==> src/rtl/hreg_pkg.sv <==
package hreg_pkg;

  typedef enum logic [1:0] {
    WSEL_8  = 2'd0,
    WSEL_16 = 2'd1,
    WSEL_32 = 2'd2
  } wsel_t;

  // direct map positions that the host software relies on
  localparam logic [3:0] LOC_ID    = 4'd0;
  localparam logic [3:0] LOC_IADDR = 4'd1;
  localparam logic [3:0] LOC_CWIN  = 4'd2;
  localparam logic [3:0] LOC_DWIN  = 4'd3;
  localparam logic [3:0] LOC_SCR0  = 4'd4;
  localparam int         INC_BIT   = 15;

  function automatic logic [2:0] wsel_bytes(input wsel_t w);
    case (w)
      WSEL_8:  wsel_bytes = 3'd1;
      WSEL_16: wsel_bytes = 3'd2;
      default: wsel_bytes = 3'd4;
    endcase
  endfunction

endpackage

==> src/rtl/hreg_strobe.sv <==
module hreg_strobe (
  input  logic clk,
  input  logic rst,
  input  logic cs_i,
  input  logic rd_i,
  input  logic wr_i,
  output logic ack_o,
  output logic fire_rd,
  output logic fire_wr
);
  logic strobe;
  logic fire;

  assign strobe  = cs_i & (rd_i | wr_i);
  assign fire    = strobe & ~ack_o;
  assign fire_rd = fire & rd_i;
  assign fire_wr = fire & wr_i & ~rd_i;

  always_ff @(posedge clk) begin
    if (rst) ack_o <= 1'b0;
    else     ack_o <= strobe;
  end
endmodule

==> src/rtl/hreg_lane.sv <==
module hreg_lane
  import hreg_pkg::*;
#(
  parameter int DW = 32
) (
  input  wsel_t                       wsel,
  input  logic [$clog2(DW/8)-1:0]     ptr,
  input  logic [DW-1:0]               bus_wdata,
  input  logic [DW-1:0]               acc,
  input  logic [DW-1:0]               word,
  output logic [DW-1:0]               acc_next,
  output logic [DW-1:0]               rchunk,
  output logic [$clog2(DW/8)-1:0]     ptr_next,
  output logic                        last
);
  localparam int             NB   = DW / 8;
  localparam int             PW   = $clog2(NB);
  localparam logic [PW:0]    NB_V = (PW+1)'(NB);

  logic [PW:0]   nb;
  logic [PW:0]   sum;
  logic [DW-1:0] top;
  logic [PW+2:0] sh;

  always_comb begin
    nb       = (PW+1)'(wsel_bytes(wsel));
    sum      = {1'b0, ptr} + nb;
    last     = (sum >= NB_V);
    ptr_next = last ? '0 : sum[PW-1:0];
    top      = ~({DW{1'b1}} >> {nb, 3'b000});
    sh       = {1'b0, ptr, 3'b000};
    acc_next = (acc & ~(top >> sh)) | ((bus_wdata & top) >> sh);
    rchunk   = (word << sh) & top;
  end
endmodule

==> src/rtl/hreg_ram.sv <==
module hreg_ram #(
  parameter int AW = 6,
  parameter int DW = 32
) (
  input  logic          clk,
  input  logic          we,
  input  logic [AW-1:0] waddr,
  input  logic [DW-1:0] wdata,
  input  logic [AW-1:0] raddr,
  output logic [DW-1:0] rdata
);
  localparam int DEPTH = 1 << AW;

  logic [DW-1:0] mem [DEPTH];

  always_ff @(posedge clk) begin
    if (we) mem[waddr] <= wdata;
    rdata <= mem[raddr];
  end
endmodule

==> src/rtl/hreg_port.sv <==
module hreg_port
  import hreg_pkg::*;
#(
  parameter int            IDX_AW  = 6,
  parameter int            DW      = 32,
  parameter logic [DW-1:0] ID_WORD = 32'h4852_0001
) (
  input  logic          clk,
  input  logic          rst,
  input  logic          cs_i,
  input  logic          rd_i,
  input  logic          wr_i,
  input  logic [3:0]    addr_i,
  input  logic [DW-1:0] wdata_i,
  input  logic          ctl_wide_i,
  input  logic [1:0]    dwidth_i,
  output logic [DW-1:0] rdata_o,
  output logic          ack_o
);
  localparam int NSCR = 16 - int'(LOC_SCR0);
  localparam int PW   = $clog2(DW/8);

  logic              fire_rd, fire_wr;
  logic [IDX_AW-1:0] iaddr;
  logic              inc_en;
  logic [PW-1:0]     ptr, ptr_next;
  logic [DW-1:0]     acc, acc_next, rchunk, ram_q;
  logic [DW-1:0]     scr [NSCR];
  logic              last, is_win, commit;
  wsel_t             wsel;
  logic [DW-1:0]     iaddr_word;
  logic [3:0]        sidx;

  hreg_strobe u_strobe (
    .clk(clk), .rst(rst), .cs_i(cs_i), .rd_i(rd_i), .wr_i(wr_i),
    .ack_o(ack_o), .fire_rd(fire_rd), .fire_wr(fire_wr)
  );

  // window width: control window follows ctl_wide_i, data window dwidth_i
  always_comb begin
    if (addr_i == LOC_CWIN) wsel = ctl_wide_i ? WSEL_32 : WSEL_16;
    else begin
      case (dwidth_i)
        2'd0:    wsel = WSEL_8;
        2'd1:    wsel = WSEL_16;
        default: wsel = WSEL_32;
      endcase
    end
  end

  assign is_win = (addr_i == LOC_CWIN) || (addr_i == LOC_DWIN);
  assign commit = fire_wr & is_win & last;
  assign sidx   = addr_i - LOC_SCR0;

  hreg_lane #(.DW(DW)) u_lane (
    .wsel(wsel), .ptr(ptr), .bus_wdata(wdata_i), .acc(acc), .word(ram_q),
    .acc_next(acc_next), .rchunk(rchunk), .ptr_next(ptr_next), .last(last)
  );

  hreg_ram #(.AW(IDX_AW), .DW(DW)) u_ram (
    .clk(clk), .we(commit), .waddr(iaddr), .wdata(acc_next),
    .raddr(iaddr), .rdata(ram_q)
  );

  always_comb begin
    iaddr_word                 = '0;
    iaddr_word[IDX_AW-1:0]     = iaddr;
    iaddr_word[INC_BIT]        = inc_en;
  end

  always_ff @(posedge clk) begin
    if (rst) begin
      iaddr   <= '0;
      inc_en  <= 1'b0;
      ptr     <= '0;
      acc     <= '0;
      rdata_o <= '0;
      for (int i = 0; i < NSCR; i++) scr[i] <= '0;
    end else begin
      if (fire_wr) begin
        if (addr_i == LOC_IADDR) begin
          iaddr  <= wdata_i[IDX_AW-1:0];
          inc_en <= wdata_i[INC_BIT];
          ptr    <= '0;
        end else if (is_win) begin
          acc <= acc_next;
          ptr <= ptr_next;
          if (last && inc_en) iaddr <= iaddr + 1'b1;
        end else if (addr_i >= LOC_SCR0) begin
          scr[sidx] <= wdata_i;
        end
      end
      if (fire_rd) begin
        if (addr_i == LOC_ID) rdata_o <= ID_WORD;
        else if (addr_i == LOC_IADDR) rdata_o <= iaddr_word;
        else if (is_win) begin
          rdata_o <= rchunk;
          ptr     <= ptr_next;
          if (last && inc_en) iaddr <= iaddr + 1'b1;
        end else rdata_o <= scr[sidx];
      end
    end
  end
endmodule

==> config.mk <==
export PLATFORM = sky130hd
export DESIGN_NAME = hreg_port
export DESIGN_NICKNAME = d
export VERILOG_FILES = /design/src/rtl/hreg_pkg.sv /design/src/rtl/hreg_strobe.sv /design/src/rtl/hreg_lane.sv /design/src/rtl/hreg_ram.sv /design/src/rtl/hreg_port.sv
export SDC_FILE = /design/constraint.sdc
export NUM_CORES = 2
export LEC_CHECK = 0
export BUFFER_PORTS_ARGS = -buffer_cell sky130_fd_sc_hd__buf_2
export CORE_MARGIN = 2
export CORE_UTILIZATION = 45
export DETAILED_ROUTE_END_ITERATION = 8
export SETUP_SLACK_MARGIN = 0.15
export SLEW_MARGIN = 15
export SYNTH_ARGS = -nofsm -noshare
export SYNTH_HDL_FRONTEND = slang
export SYNTH_HIERARCHICAL = 1
export SYNTH_SLANG_ARGS = --single-unit
==> constraint.sdc <==
create_clock -name clk -period 8.76 [get_ports clk]
set_input_delay 1.752 -clock clk [delete_from_list [all_inputs] [get_ports clk]]
set_output_delay 1.752 -clock clk [all_outputs]
set_load 0.01 [all_outputs]
After elaboration in Yosys (flattened, before gate mapping)
Memory sizes are Yosys's and may differ from the RTL's. A register that Yosys moved wholly into a read port is not among the register bits.
Index checks and enable logic that the tools add are counted.
Widths: inputs -> output; s select.
{"block": "classes", "reduce_logical": 8, "add_sub_neg": 3, "n_mux": 37, "magnitude_cmp": 2, "bitwise": 17, "n_eq_ne": 5, "shift": 4}
{"op": "$mux 32", "count": 4}
{"op": "$and 32x32->32", "count": 3}
{"op": "$not 32->32", "count": 2}
{"op": "$shr 32x5->32", "count": 2}
{"op": "$mux 6", "count": 9}
{"op": "$or 32x32->32", "count": 1}
{"op": "$reduce_or 32->1", "count": 1}
{"op": "$shl 32x5->32", "count": 1}
{"op": "$shr 32x6->32 const A", "count": 1}
{"op": "$mux 2", "count": 10}
{"op": "$mux 1", "count": 11}
{"op": "$eq 4x2->1 const B", "count": 2}
{"op": "$and 1x1->1", "count": 7}
{"op": "$add 6x1->6 const B", "count": 1}
{"op": "$pmux 3 s2", "count": 1}
{"op": "$eq 2x1->1 const B", "count": 2}
{"op": "$eq 4x1->1 const B", "count": 1}
{"op": "$ge 4x3->1 const B", "count": 1}
{"op": "$logic_not 2->1", "count": 2}
{"op": "$logic_not 4->1", "count": 1}
{"op": "$mux 4", "count": 1}
{"op": "$pmux 2 s2", "count": 1}
{"op": "$sub 4x3->4 const B", "count": 1}
{"op": "$add 2x3->3", "count": 1}
{"op": "7 further kinds", "count": 9}
{"block": "word_totals", "elab_cells": 84, "inputBits": 44, "memories": 2, "mem_bits_rw": 2432, "out_inout_bits": 33, "ff_bits": 74}
{"memory": "u_ram.mem", "words": 64, "width": 32, "read_ports": 1, "rd_ports_with_merged_regs": 1, "wr": 1, "line_no": "hreg_ram.sv:14", "source": "logic [DW-1:0] mem [DEPTH];"}
{"memory": "scr", "words": 12, "width": 32, "read_ports": 1, "rd_ports_with_merged_regs": 0, "wr": 12, "line_no": "hreg_port.sv:28", "source": "logic [DW-1:0] scr [NSCR];"}

Logic depth before layout (Yosys ltp)
{"block": "logic_depth", "depth_word": 17, "mapped_depth": 22, "depth_no_buf": 17}

Modules after synthesis
Netlist, hierarchy kept.
{"mod": "hreg_ram", "cells_each": 3324, "area_per_inst_um2": 78515.3, "instances": 1}
{"mod": "hreg_port", "cells_each": 1824, "area_per_inst_um2": 25756.0, "instances": 1}
{"mod": "hreg_lane", "cells_each": 244, "area_per_inst_um2": 1744.2, "instances": 1}
{"mod": "hreg_strobe", "cells_each": 5, "area_per_inst_um2": 58.8, "instances": 1}

Least setup slack after synthesis
OpenSTA, ideal clock, no wires.
{"block": "synth_timing", "path_kind": "input -> register", "from": "in addr_i[2]", "to": "mem u_ram.mem[49][0] (enable)", "cell_stages": 21, "arrival_ns": 8.349, "path_slack_ns": -0.050, "t_required_ns": 8.299, "path_cell_list": "inv_1 -> buf_1 -> clkbuf_1 -> ha_1 -> clkbuf_1 -> clkbuf_1 -> clkbuf_1 -> nand3_1 -> nand2_1 -> nor2_1 -> or2_4 -> inv_4 -> buf_2 -> ha_1 -> inv_1 -> fa_1 -> xnor2_1 -> and2_1 -> nor2b_1 -> nand4_1 -> nor3_1"}
{"block": "synth_between", "elab_chain_len": 9, "elab_cells_between_ends": 13, "classes_between": "add/sub: 1; order compare: 1; eq/ne: 3; mux: 4; bitwise: 2; reduce/logical: 2"}
{"element": "start: declaration", "line_no": "hreg_port.sv:13", "source": "input logic [3:0] addr_i,"}
{"element": "$eq 4x2->1 *", "line_no": "hreg_port.sv:41", "source": "if (addr_i == LOC_CWIN) wsel = ctl_wide_i ? WSEL_32 : WSEL_16;"}
{"element": "$mux 2 *", "line_no": "hreg_port.sv:41"}
{"element": "named net wsel[1]", "line_no": "hreg_port.sv:30", "source": "wsel_t wsel;"}
{"element": "$eq 2x1->1 or $logic_not 2->1 (tied branches)", "line_no": "hreg_pkg.sv:18", "source": "case (w)"}
{"element": "$pmux 3 s2 *", "line_no": "hreg_pkg.sv:18"}
{"element": "$add 2x3->3 *", "line_no": "hreg_lane.sv:27", "source": "sum = {1'b0, ptr} + nb;"}
{"element": "$ge 3x3->1 *", "line_no": "hreg_lane.sv:28", "source": "last = (sum >= NB_V);"}
{"element": "named net last", "line_no": "hreg_port.sv:29", "source": "logic last, is_win, commit;"}
{"element": "$and 1x1->1 *", "line_no": "hreg_port.sv:52", "source": "assign commit = fire_wr & is_win & last;"}
{"element": "named net commit", "line_no": "hreg_port.sv:29"}
{"element": "$mux 1 *", "line_no": "hreg_ram.sv:17", "source": "if (we) mem[waddr] <= wdata;"}
{"element": "$mux 1 (implied by the code) *", "line_no": "hreg_ram.sv:17"}
{"element": "end: declaration", "line_no": "hreg_ram.sv:14"}
Mark *: on every way through the listed nets, which the timed path passes. The rest lies on a longest branch.

Worst setup path after layout
{"block": "layout_timing", "from": "in addr_i[1]", "to": "mem u_ram.mem[34][27] (enable)"}
Same word-level chain as after synthesis.

==> impl_metrics.toml <==
[clock_network]
insertion_delay_ns = 0.94
cts_buffer_depth = 4
clock-sinks = 2666
clkSlewWorstSetupHoldPaths_ns = 0.06
cts_buffers = 290
cts_tree = "built"
cts_hold_buf = 0
root_buffer = "clkbuf_16"
postCtsSetupBuffers = 0
cts.htree.levels = 5
ctsResizeCount = 0

[floorplanning]
rows = 178
initial_core_util_pct = 45.2
core-area_um2 = 235000
die_h_um = 490
die_w_um = 490
pin_count = 77
die_area_um2 = 240000

[synthesis]
syn_nets = 5451
ys_types = 87
synth_seq_cells = 2666
yosysMostFrequentCell = "edfxtp_1"
synth_top_cells_by_area = "edfxtp_1 72%, mux4_2 14%, and2_1 2.3%"
avgSynthCellArea_um2 = 19.7
ys_warn_count = 6
yosysTopAreaCell = "edfxtp_1"
syn-instance-count = 5397
synth-edff-count = 2560
ys_seq_area_share_pct = 74.5
synth_top_cells_by_count = "2560 x edfxtp_1, 645 x mux4_2, 389 x and2_1"
synthesis.area_um2 = 106000
synth_top_area_share_pct = 72.5
synth-main-ff-cell = "edfxtp_1"
ys_async_sr_fraction_pct = 0

[timing]
slew_viol_final = 0
skew_ns = 0.0491
maxSlewHeadroom_pct = 20.4
fmax_mhz = 142
period_minus_slack_ns = 7.03
fin_crit_sh_pct = 80.2
tns_ns = 0
tightest_slew_ns = 1.19
final-setup-viol-count = 0
hold_viol = 0
rsz0062_at_grt = "no"
worst_slack_ns = 1.73

[finish]
drive_gt1_share_pct = 24.9
layout.nets = 5616
num-fill-cells = 18700
area_delta_synth_final_pct = 12.9

[status]
outcome = "complete, no violations"

[pwr]
combPwrFrac_pct = 3.4
leakage_nw = 37.4
p_sw_share_pct = 20.7
pwr-share-clk_pct = 43.5
vdd_ir_drop_max_v = 0.000198
internal_power_mw = 21.1
power_density_nw_per_um2 = 222
p_seq_share_pct = 53.1
p_switching_mw = 5.50

[global_routing]
antenna_found_initial = 17
grt_pass1_vias = 53400
grt_max_degree = 122
grt_use_total_pct = 23.5
grt-ovfl-total = 0
grt_pass1_wl_um = 401000

[setup_path]
worstPathMaxFanout = 31
end_kind = "flip-flop"
critPathKind = "input port to flip-flop"
path_delay_family = "simple AND/OR/NAND/NOR gates"
path_cells = "buf_6 > nor2b_1 > nand3_1 > nand2_1 > nor2_1 > or2_4 > inv_4 > ha_1 > inv_1 > fa_1 > xnor2_1 > and2_1 > nor2b_1 > nand2_1 > nor2_4 > buf_4"
crit_arrival_ns = 7.62
crit_cells = 16
slowest_stage = "nor2_4"
worstRegToRegCells = 10
crit_buf_inv = 4
start_kind = "input port"
cp_slowest_stage_delay_ns = 1.06
required_ns = 9.36

[place]
place_ws_ns = 1.02
gp_congestion = 0.909
portBuffers = 76
dpl.hpwl_um = 167000

[job]
maxCapViolations = 0

[min_path]
min_path_cells = 2
min-delay-path-class = "flip-flop to flip-flop"

[routing]
wl_um = 283000
antenna_left = 0
routed_via_density = 6.09
wl_per_cell_um = 31.8
route.detailed.drc = 0
firstDrtPassIters = 7
vias = 54300
drt_iter0_markers = 7026
[final cells by class]
class | count | area [um2] | share of cell area, %
diodes | 10 | 25.0 | 0.0209
clock buffers | 374 | 7790 | 6.51
clock inverters | 114 | 1030 | 0.860
inverters | 13 | 51.3 | 0.0428
multi-input cells | 2360 | 26100 | 21.8
flip-flops and latches | 2666 | 79000 | 66.0
well taps | 3150 | 3940 | 3.29
repair buffers | 231 | 1810 | 1.51
[stage by stage]
stage | utilization [%] | hold WS (ns) | cells | total power, mW | instance area, um2
finish | 51.0 | 0.455 | 8918 | 26.6 | 120000
global route | 51.0 | 0.470 | 8910 | 27.3 | 120000
CTS | 50.9 | 0.456 | 8903 | 26.8 | 120000
detailed placement | 47.2 | 0.448 | 8415 | 15.3 | 111000
global placement | 47.2 | 0.441 | 8414 | 15.3 | 111000
floorplan | - | 0.434 | 5397 | 14.9 | 106000
[kinds of logic (layout without fill, tap and decap cells)]
family / Yosys count / in the layout / share of synthesized area (%)
xor+xnor: 3 / 3 / 0.0248
compound gates: 542 / 542 / 3.47
flops: 2666 / 2666 / 74.5
simple gates: 998 / 998 / 4.93
other cells: 0 / 10 / 0
mux: 807 / 807 / 15.3
buf+inv: 371 / 732 / 1.72
fa+ha+maj: 10 / 10 / 0.125
[sequential cells by signal (all words and copies together) (netlist names)]
name and count:
ptr 2, acc 32, iaddr 6, u_ram/mem 2048
scr 512, rdata_o 32, u_strobe/ack_o 1, inc_en 1
u_ram/rdata 32
[tightest hold or removal path, cell delays in order, from the launching register on]
cell	delay, ns
dfxtp_1	0.31
nand2_1	0.05
a21oi_1	0.05
[worst paths after layout]
| kind | end | from | slack, ns |
|---|---|---|---|
| worst max register to register | u_ram/mem[34][27] | ptr[0] | 3.50 |
| worst max-delay path | u_ram/mem[34][27] | addr_i[1] | 1.73 |
| worst min-delay path | acc[31] | acc[31] | 0.45 |
| worst min register to register | acc[31] | acc[31] | 0.45 |
[layer usage]
| layer | routed length (um) | part of all wire (%) | vias to the layer above | GRT usage, % |
|---|---|---|---|---|
| met3 | 23000 | 8.1 | 440 | 4.33 |
| met5 | 29 | 0.010 | - | 0 |
| met2 | 134000 | 47 | 2460 | 36.8 |
| met1 | 118000 | 42 | 29100 | 34.0 |
| li1 | - | - | 22300 | - |
| met4 | 8450 | 3.0 | 4 | 6.89 |
[power groups by stage]
stage | combinational [mW] | sequential, mW | clock, mW
floorplan | 0.453 | 14.4 | 0
global placement | 0.886 | 14.4 | 0
detailed placement | 0.903 | 14.4 | 0
CTS | 0.904 | 14.1 | 11.8
global route | 0.948 | 14.1 | 12.3
finish | 0.895 | 14.1 | 11.6
[cells in the final DEF, fill, tap and decap left out, types with 30 or more instances in the layout]
cell type	n
a21oi_1	152
a22oi_1	30
and2_1	389
buf_2	74
buf_4	138
clkbuf_1	70
clkbuf_16	297
clkinv_1	44
clkinv_2	39
dfxtp_1	99
edfxtp_1	2560
mux2i_1	132
mux4_2	645
nand2_1	210
nor2_1	150
nor2_4	67
o221ai_1	30
o22ai_1	115
Note: power is estimated with default switching activity, not from simulation.
